[config.mk]
export PLATFORM = sky130hd
export DESIGN_NAME = exu_core
export DESIGN_NICKNAME = d
export VERILOG_FILES = /design/src/rtl/exu_pkg.sv /design/src/rtl/exu_operand_mux.sv /design/src/rtl/exu_alu.sv /design/src/rtl/exu_ctrl.sv /design/src/rtl/exu_core.sv
export SDC_FILE = /design/constraint.sdc
export NUM_CORES = 1
export LEC_CHECK = 0
export CAP_MARGIN = 20
export CORE_MARGIN = 3
export CORE_UTILIZATION = 35
export CTS_CLUSTER_SIZE = 25
export DETAILED_ROUTE_END_ITERATION = 12
export HOLD_SLACK_MARGIN = 0.15
export MAX_ROUTING_LAYER = met4
export PLACE_DENSITY = 0.65
export SLEW_MARGIN = 25
export SYNTH_ARGS = -nofsm -noshare
export SYNTH_HDL_FRONTEND = slang
export SYNTH_HIERARCHICAL = 1
export SYNTH_SLANG_ARGS = --single-unit
[constraint.sdc]
create_clock -name clk -period 0.8 [get_ports clk]
set_clock_uncertainty 0.1 [all_clocks]
set_input_delay 0.08 -clock clk [delete_from_list [all_inputs] [get_ports clk]]
set_output_delay 0.08 -clock clk [all_outputs]
set_load 0.05 [all_outputs]
[src/rtl/exu_pkg.sv]
package exu_pkg;

    typedef enum logic [3:0] {
        OP_NOP  = 4'd0,
        OP_ADD  = 4'd1,
        OP_SUB  = 4'd2,
        OP_AND  = 4'd3,
        OP_OR   = 4'd4,
        OP_XOR  = 4'd5,
        OP_INC  = 4'd6,
        OP_DEC  = 4'd7,
        OP_INV  = 4'd8,
        OP_NEG  = 4'd9,
        OP_SHR  = 4'd10,
        OP_SHL  = 4'd11,
        OP_ROR  = 4'd12,
        OP_ROL  = 4'd13,
        OP_LOAD = 4'd14,
        OP_STOR = 4'd15
    } exu_op_e;

    typedef struct packed {
        logic reg_wr;
        logic load_sel;
        logic mem_en;
        logic mem_we;
    } exu_ctrl_t;

endpackage

[src/rtl/exu_operand_mux.sv]
module exu_operand_mux #(
    parameter int W  = 16,
    parameter int N  = 16,
    localparam int SW = $clog2(N)
) (
    input  logic [N*W-1:0] bus_i,
    input  logic [SW-1:0]  sel_i,
    output logic [W-1:0]   word_o
);

    logic [W-1:0] slot [N];

    for (genvar g = 0; g < N; g++) begin : g_slot
        assign slot[g] = bus_i[g*W +: W];
    end

    always_comb begin
        word_o = slot[sel_i];
    end

endmodule

[src/rtl/exu_alu.sv]
module exu_alu
    import exu_pkg::*;
#(
    parameter int W = 16
) (
    input  exu_op_e      op_i,
    input  logic [W-1:0] a_i,
    input  logic [W-1:0] b_i,
    output logic [W-1:0] y_o
);

    localparam logic [W-1:0] ONE = W'(1);

    always_comb begin
        y_o = '0;
        unique case (op_i)
            OP_NOP:  y_o = '0;
            OP_ADD:  y_o = a_i + b_i;
            OP_SUB:  y_o = a_i - b_i;
            OP_AND:  y_o = a_i & b_i;
            OP_OR:   y_o = a_i | b_i;
            OP_XOR:  y_o = a_i ^ b_i;
            OP_INC:  y_o = a_i + ONE;
            OP_DEC:  y_o = a_i - ONE;
            OP_INV:  y_o = ~a_i;
            OP_NEG:  y_o = (~a_i) + ONE;
            OP_SHR:  y_o = {1'b0, a_i[W-1:1]};
            OP_SHL:  y_o = {a_i[W-2:0], 1'b0};
            OP_ROR:  y_o = {a_i[0], a_i[W-1:1]};
            OP_ROL:  y_o = {a_i[W-2:0], a_i[W-1]};
            OP_LOAD: y_o = '0;
            OP_STOR: y_o = a_i;
            default: y_o = '0;
        endcase
    end

endmodule

[src/rtl/exu_ctrl.sv]
module exu_ctrl
    import exu_pkg::*;
(
    input  exu_op_e   op_i,
    output exu_ctrl_t ctrl_o
);

    always_comb begin
        ctrl_o = '0;
        unique case (op_i)
            OP_NOP: begin
                ctrl_o = '0;
            end
            OP_LOAD: begin
                ctrl_o.reg_wr   = 1'b1;
                ctrl_o.load_sel = 1'b1;
                ctrl_o.mem_en   = 1'b1;
            end
            OP_STOR: begin
                ctrl_o.mem_en = 1'b1;
                ctrl_o.mem_we = 1'b1;
            end
            default: begin
                ctrl_o.reg_wr = 1'b1;
            end
        endcase
    end

endmodule

[src/rtl/exu_core.sv]
module exu_core
    import exu_pkg::*;
#(
    parameter int W  = 16,
    parameter int N  = 16,
    parameter int AW = 5,
    localparam int SW = $clog2(N)
) (
    input  logic           clk,
    input  logic           rst_n,
    input  logic [3:0]     op_i,
    input  logic [SW-1:0]  a_sel_i,
    input  logic [SW-1:0]  b_sel_i,
    input  logic [SW-1:0]  dst_i,
    input  logic [AW-1:0]  mem_addr_i,
    input  logic [N*W-1:0] regs_i,
    output logic [W-1:0]   result_o,
    output logic [SW-1:0]  wr_dst_o,
    output logic           reg_wr_o,
    output logic           load_sel_o,
    output logic           mem_en_o,
    output logic           mem_we_o,
    output logic [AW-1:0]  mem_addr_o
);

    typedef struct packed {
        logic [W-1:0]  result;
        logic [SW-1:0] dst;
        logic [AW-1:0] maddr;
        exu_ctrl_t     ctrl;
    } exu_stage_t;

    exu_op_e      op;
    logic [W-1:0] opnd_a;
    logic [W-1:0] opnd_b;
    logic [W-1:0] alu_y;
    exu_ctrl_t    ctrl;
    exu_stage_t   stage_d;
    exu_stage_t   stage_q;

    assign op = exu_op_e'(op_i);

    exu_operand_mux #(.W(W), .N(N)) u_mux_a (
        .bus_i (regs_i),
        .sel_i (a_sel_i),
        .word_o(opnd_a)
    );

    exu_operand_mux #(.W(W), .N(N)) u_mux_b (
        .bus_i (regs_i),
        .sel_i (b_sel_i),
        .word_o(opnd_b)
    );

    exu_alu #(.W(W)) u_alu (
        .op_i(op),
        .a_i (opnd_a),
        .b_i (opnd_b),
        .y_o (alu_y)
    );

    exu_ctrl u_ctrl (
        .op_i  (op),
        .ctrl_o(ctrl)
    );

    always_comb begin
        stage_d        = stage_q;
        stage_d.result = alu_y;
        stage_d.dst    = dst_i;
        stage_d.maddr  = mem_addr_i;
        stage_d.ctrl   = ctrl;
    end

    always_ff @(posedge clk or negedge rst_n) begin
        if (!rst_n) begin
            stage_q <= '0;
        end else begin
            stage_q <= stage_d;
        end
    end

    assign result_o   = stage_q.result;
    assign wr_dst_o   = stage_q.dst;
    assign mem_addr_o = stage_q.maddr;
    assign reg_wr_o   = stage_q.ctrl.reg_wr;
    assign load_sel_o = stage_q.ctrl.load_sel;
    assign mem_en_o   = stage_q.ctrl.mem_en;
    assign mem_we_o   = stage_q.ctrl.mem_we;

    // a register subtracted from itself yields zero
    a_r2_sub_self_zero: assert property (@(posedge clk) disable iff (!rst_n)
        (op_i == 4'd2 && a_sel_i == b_sel_i) |=> (result_o == '0));

    // negation result plus original operand wraps to zero
    a_r4_neg_sum_zero: assert property (@(posedge clk) disable iff (!rst_n)
        (op_i == 4'd9) |=> ((result_o + $past(opnd_a)) == '0));

    // no register write after NOP or store
    a_r8_no_write: assert property (@(posedge clk) disable iff (!rst_n)
        (op_i == 4'd0 || op_i == 4'd15) |=> !reg_wr_o);

    // load select only comes with a memory read that writes a register
    a_r9_load_pair: assert property (@(posedge clk) disable iff (!rst_n)
        load_sel_o |-> (reg_wr_o && mem_en_o && !mem_we_o));

    // a memory write is always enabled and never writes a register
    a_r10_we_en: assert property (@(posedge clk) disable iff (!rst_n)
        mem_we_o |-> (mem_en_o && !reg_wr_o && !load_sel_o));

    // store data is operand A of the store cycle
    a_r11_store_data: assert property (@(posedge clk) disable iff (!rst_n)
        (op_i == 4'd15) |=> (result_o == $past(opnd_a)));

endmodule

# == After elaboration in Yosys (flattened, before gate mapping) ==
# Cells that the tools add are included.
# op_classes
n_mux,11
n_addsub,5
bitwise,6
order_cmp,2
eq_ne,15
n_reduce_logical,4
# op_table
operator,n
case mux 16 bit (15 select lines),1
binary-select mux 16 bit (select 4 bit),2
two-way mux 16 bit,4
"adder 16 x 1 -> 16 bit, second input constant",2
"equality test 4 bit, second input constant",8
adder 16 bit,1
AND 16 bit,1
"equality test 4 x 3 -> 1 bit, second input constant",4
NOT 16 bit,1
bitwise OR 16 bit,1
"subtractor 16 x 1 -> 16 bit, second input constant",1
subtractor 16 bit,1
bitwise XOR 16 bit,1
"greater-or-equal comparator 5 bit, second input constant",2
NOT 4 -> 5 bit,2
"equality test 4 x 2 -> 1 bit, second input constant",2
OR reduction 2 bit,3
"equality test 4 x 1 -> 1 bit, second input constant",1
logical NOT 4 bit,1
two-way mux 1 bit,4
# word_totals
ff_bits,29
in_bits,279
out_inout_bits,29

# == Depth between registers and ports, before layout ==
# logic_depth
depth_word,7
ltp_mapped,20

# == By module ==
# Netlist, hierarchy kept.
# modules_own_cells
module,cells_per_inst,area_per_inst_um2,n_inst
exu_operand_mux,137,1933.1,2
exu_alu,567,3759.9,1
exu_core,29,725.7,1
exu_ctrl,5,36.3,1

# == Worst setup path after synthesis ==
# OpenSTA, ideal clock, no wires.
# synth_timing
path_kind,input to register
start,input port b_sel_i[0]
end,register stage_q (netlist bit result_o[15])
stages,20
setup_time_ps,145
required_time_ps,555
path_slack_ps,-3547
arrival_ps,4102
n_path_buf,3
path_cell_list,buf_6 > buf_6 > mux4_1 > a22oi_1 > nand2_1 > inv_1 > ha_1 > or4b_2 > or3_1 > o31ai_1 > xnor2_1 > nand2_1 > ha_1 > clkbuf_1 > a21oi_1 > o21a_1 > nand2_1 > o21ai_0 > xor2_1 > o2111ai_1
# synth_between
elab_chain_len,6
word_cells_on_any_way,10
classes_between,2 x add/sub; 4 x mux; 4 x bitwise
# synth_lines
item,line,text
"start, declared",exu_core.sv:13,"input logic [SW-1:0] b_sel_i,"
NOT 4 -> 5 bit (not written as such) *,exu_operand_mux.sv:18,word_o = slot[sel_i];
binary-select mux 16 bit (select 4 bit) *,exu_operand_mux.sv:18,
two-way mux 16 bit (not written as such) * (2 in a row),exu_operand_mux.sv:18,
via opnd_b[0],exu_core.sv:35,logic [W-1:0] opnd_b;
subtractor 16 bit / adder 16 bit (equally long branches),"exu_alu.sv:19, exu_alu.sv:18",
case mux 16 bit (15 select lines) *,exu_alu.sv:16,unique case (op_i)
via alu_y[15],exu_core.sv:36,logic [W-1:0] alu_y;
"end signal, assigned",exu_core.sv:79,stage_q <= stage_d;
"end, declared",exu_core.sv:39,exu_stage_t stage_q;
# The timed path passes the listed nets; every way through them passes the cells marked *. The select of a mux whose other input is x is not followed.

# == Final worst setup path ==
# layout_timing
start,input port b_sel_i[0]
end,register stage_q (netlist bit result_o[12])
# Same word-level chain as after synthesis.

==> load_flow_metrics.sql <==
INSERT INTO impl_metrics (metric_group, metric, value, unit) VALUES
('cts', 'clkTransAtPathRegs', '0.05', 'ns'),
('job', 'timing.max_cap.violations', '0', ''),
('yosys', 'synth.cells.most_frequent', 'sky130_fd_sc_hd__mux4_2, sky130_fd_sc_hd__nand2_1, sky130_fd_sc_hd__a22oi_1', ''),
('cells_and_area', 'num-fill-cells', '1939', ''),
('global_route', 'grt_usage', '0.2990', ''),
('yosys', 'synth_largest_area_cell', 'sky130_fd_sc_hd__mux4_2', ''),
('setup_path', 'criticalPathCategory', 'primary input to register', ''),
('setup_path', 'critical_path_required', '0.85', 'ns'),
('yosys', 'synth-seq-cells', '29', ''),
('setup_path', 'critPathLaunchType', 'primary input', ''),
('die', 'initial_cell_density_of_the_core', '0.3563', ''),
('routing', 'count_of_vias_placed_by_the_detailed_router', '10264', ''),
('power', 'net_switching_power_of_the_design', '7.626', 'mW'),
('cells_and_area', 'utilization', '0.6396', ''),
('yosys', 'synth_async_sr_flop_share', '1.000', ''),
('hold_path', 'min-delay-path-class', 'primary input to asynchronous set/reset pin', ''),
('yosys', 'seq_area_frac_synth', '0.08652', ''),
('routing', 'residual_drc', '0', ''),
('die', 'floorplan.die_area', '25860', 'sq um'),
('power', 'ir_drop', '1039', 'uV'),
('die', 'ioPinCount', '308', ''),
('global_route', 'grt_antenna_before_repair', '11', ''),
('yosys', 'post_synth.cell_area_avg', '9.586', 'sq um'),
('routing', 'firstDrtPassIters', '5', ''),
('die', 'fp.dieH', '160.8', 'um'),
('cts', 'cts_made_buffers', '5', ''),
('global_route', 'number_of_global_route_vias_before_repair', '10699', ''),
('setup_path', 'worst_setup_path_end_kind', 'register', ''),
('global_route', 'grt_max_degree', '39', ''),
('routing', 'wl_per_cell', '23.12', 'um'),
('timing', 'setup_total_negative_slack', '-44.70', 'ns'),
('yosys', 'post_synth_num_cell_types', '79', ''),
('timing', 'max-slew-margin-rel', '0.2885', ''),
('yosys', 'synth_edf_count', '0', ''),
('power', 'swShare', '0.4078', ''),
('routing', 'number_of_routed_nets_with_antenna_violations', '0', ''),
('cells_and_area', 'synth_to_layout_area_growth', '79.52', '%'),
('power', 'sequentialPowerShare', '0.101', ''),
('setup_path', 'arrival_time_reported_for_the_critical_path_endpoint', '3.93', 'ns'),
('routing', 'initial_detailed_routing_violation_count', '943', ''),
('cts', 'clock_tree_buffer_depth', '2', ''),
('power', 'power_frac_clock', '0.129', ''),
('timing', 'maxClockFrequency', '0.2575', 'GHz'),
('outcome', 'status', 'finished, violations left', ''),
('cells_and_area', 'layout-drive-gt1-share', '0.4198', ''),
('cts', 'clock_tree.root_cell', 'sky130_fd_sc_hd__clkbuf_16', ''),
('place', 'port_buffer_cells', '307', ''),
('yosys', 'synth_area', '8388', 'sq um'),
('place', 'dp.cells', '1656', ''),
('setup_path', 'crit_path_max_fanout', '7', ''),
('die', 'std_cell_rows', '56', ''),
('timing', 'tightest_slew', '1.062', 'ns'),
('power', 'p_per_area', '1242', 'nW/um^2'),
('outcome', 'failed_checks', 'negative setup slack', ''),
('place', 'dp.final_hpwl', '32320', 'um'),
('place', 'routabilityCongestion', '0.9829', ''),
('yosys', 'synth.area.top_cells', 'sky130_fd_sc_hd__mux4_2, sky130_fd_sc_hd__dfrtp_1, sky130_fd_sc_hd__ha_1', ''),
('timing', 'final_number_of_setup_violating_endpoints', '48', ''),
('power', 'pwr-share-comb', '0.770', ''),
('routing', 'drt_wl_total', '39640', 'um'),
('cts', 'htree_num_levels', '2', ''),
('timing', 'fin_crit_share', '4.854', ''),
('global_route', 'grt-ovfl-total', '0', ''),
('timing', 'postLayoutSetupSlackWorst', '-3.083', 'ns'),
('yosys', 'synth.net_count', '1203', ''),
('timing', 'rsz0062_at_grt', 'true', ''),
('die', 'chipWidth', '160.8', 'um'),
('yosys', 'dominantRegCellSynth', 'sky130_fd_sc_hd__dfrtp_1', ''),
('setup_path', 'crit_chain', 'buf_12 > buf_12 > buf_8 > mux4_2 > a22oi_2 > nand2_2 > or4b_4 > o21ai_2 > xnor2_1 > nand2_1 > ha_4 > nor3_2 > nor2_1 > buf_4 > a311o_1 > a21oi_2 > xnor2_1 > a221o_1', ''),
('timing', 'timing.final.crit_period', '3.883', 'ns'),
('global_route', 'grt_pass1_wl', '59010', 'um');
worst max-delay path: cells and delay by family:
family / cells / cell delay, ns
AOI/OAI and AO/OA: 5 / 1.25
xor gates and xnor gates: 2 / 0.23
adders and majority gates: 1 / 0.20
buffers and inverters: 4 / 0.52
muxes: 1 / 0.51
and+or+nand+nor: 5 / 1.15
routing by layer:
layer / vias to the layer above / share of wire / GRT usage / routed length, um
met5: - / 0 / - / 0
met4: 0 / 0.050 / 0.1392 / 1963
met3: 132 / 0.079 / 0.05055 / 3113
met2: 581 / 0.51 / 0.5191 / 20200
met1: 4977 / 0.36 / 0.3365 / 14370
li1: 4574 / - / - / -
flip-flops by register name, indices dropped and copies added, names as in the netlist:
register,flops
load_sel_o,1
mem_addr_o,5
mem_en_o,1
mem_we_o,1
reg_wr_o,1
result_o,16
wr_dst_o,4
cells in the final DEF (no fill, tap or decap), drive strengths merged, types with 17 or more instances in the layout:
cell type / instances
ha: 48
a21oi: 47
xnor2: 29
dlygate4sd2: 49
dlymetal6s2s: 20
o21ai: 37
clkdlybuf4s50: 198
nor3: 17
nand2: 89
mux4: 128
dfrtp: 29
nor2: 54
buf: 315
a22oi: 77
inv: 35
through the flow:
stage          power, mW  hold WS [ns]  worst slack [ns]  cell area (sq um)
5_1_grt            19.64       0.07086            -3.187              15060
6_report           18.70       0.05953            -3.083              15060
2_1_floorplan      8.522       -0.3156            -3.191               8627
3_5_place_dp       14.49        0.3647            -3.663              13710
4_1_cts            18.14       0.06438            -3.006              14710
3_3_place_gp       14.30        0.3631            -3.571              13710
kinds of logic (layout without fill, tap and decap cells):
family / Yosys count / after routing / synth area share
other cells: 0 / 12 / 0
compound gates: 255 / 255 / 0.2102
buf+inv: 121 / 630 / 0.07100
fa+ha+maj: 49 / 49 / 0.07399
simple gates: 241 / 241 / 0.1492
xor+xnor: 38 / 38 / 0.03968
mux: 142 / 142 / 0.3695
flops: 29 / 29 / 0.08652
how the worst max path moves through the flow:
stage,startpoint,slack (ns),end,depth (start not counted)
detailed placement,regs_i[48],-3.66,result_o[12],19
CTS,b_sel_i[0],-3.01,result_o[12],18
global placement,regs_i[48],-3.57,result_o[12],19
finish,b_sel_i[0],-3.08,result_o[12],18
floorplan,b_sel_i[0],-3.19,result_o[12],18
global route,b_sel_i[0],-3.19,result_o[12],19
what timing repair did:
action / CTS / global route
buffers inserted: 26 / 14
endpoints found under the setup margin: 49 / 48
pin swaps: 59 / 42
resized for setup: 210 / 68
hold endpoints to repair: 33 / 30
gates cloned: 2 / 0
power by group through the flow:
stage | combinational [mW] | clock (mW) | sequential [mW]
after CTS | 13.8 | 2.48 | 1.90
after floorplan | 5.90 | 0 | 2.62
after global routing | 15.2 | 2.54 | 1.91
final | 14.4 | 2.41 | 1.89
after global placement | 12.4 | 0 | 1.92
after detailed placement | 12.6 | 0 | 1.92
area by class of cell:
type | instances | area, sq um | area share
Timing Repair Buffer | 586 | 5833 | 0.3874
Multi-Input combinational cell | 725 | 7742 | 0.5142
Antenna cell | 12 | 30.03 | 0.001994
Inverter | 36 | 137.6 | 0.009140
Tap cell | 319 | 399.1 | 0.02651
Clock buffer | 5 | 125.1 | 0.008309
Clock inverter | 3 | 65.06 | 0.004321
Sequential cell | 29 | 725.7 | 0.04819
Power figures use the tool's default switching activity.
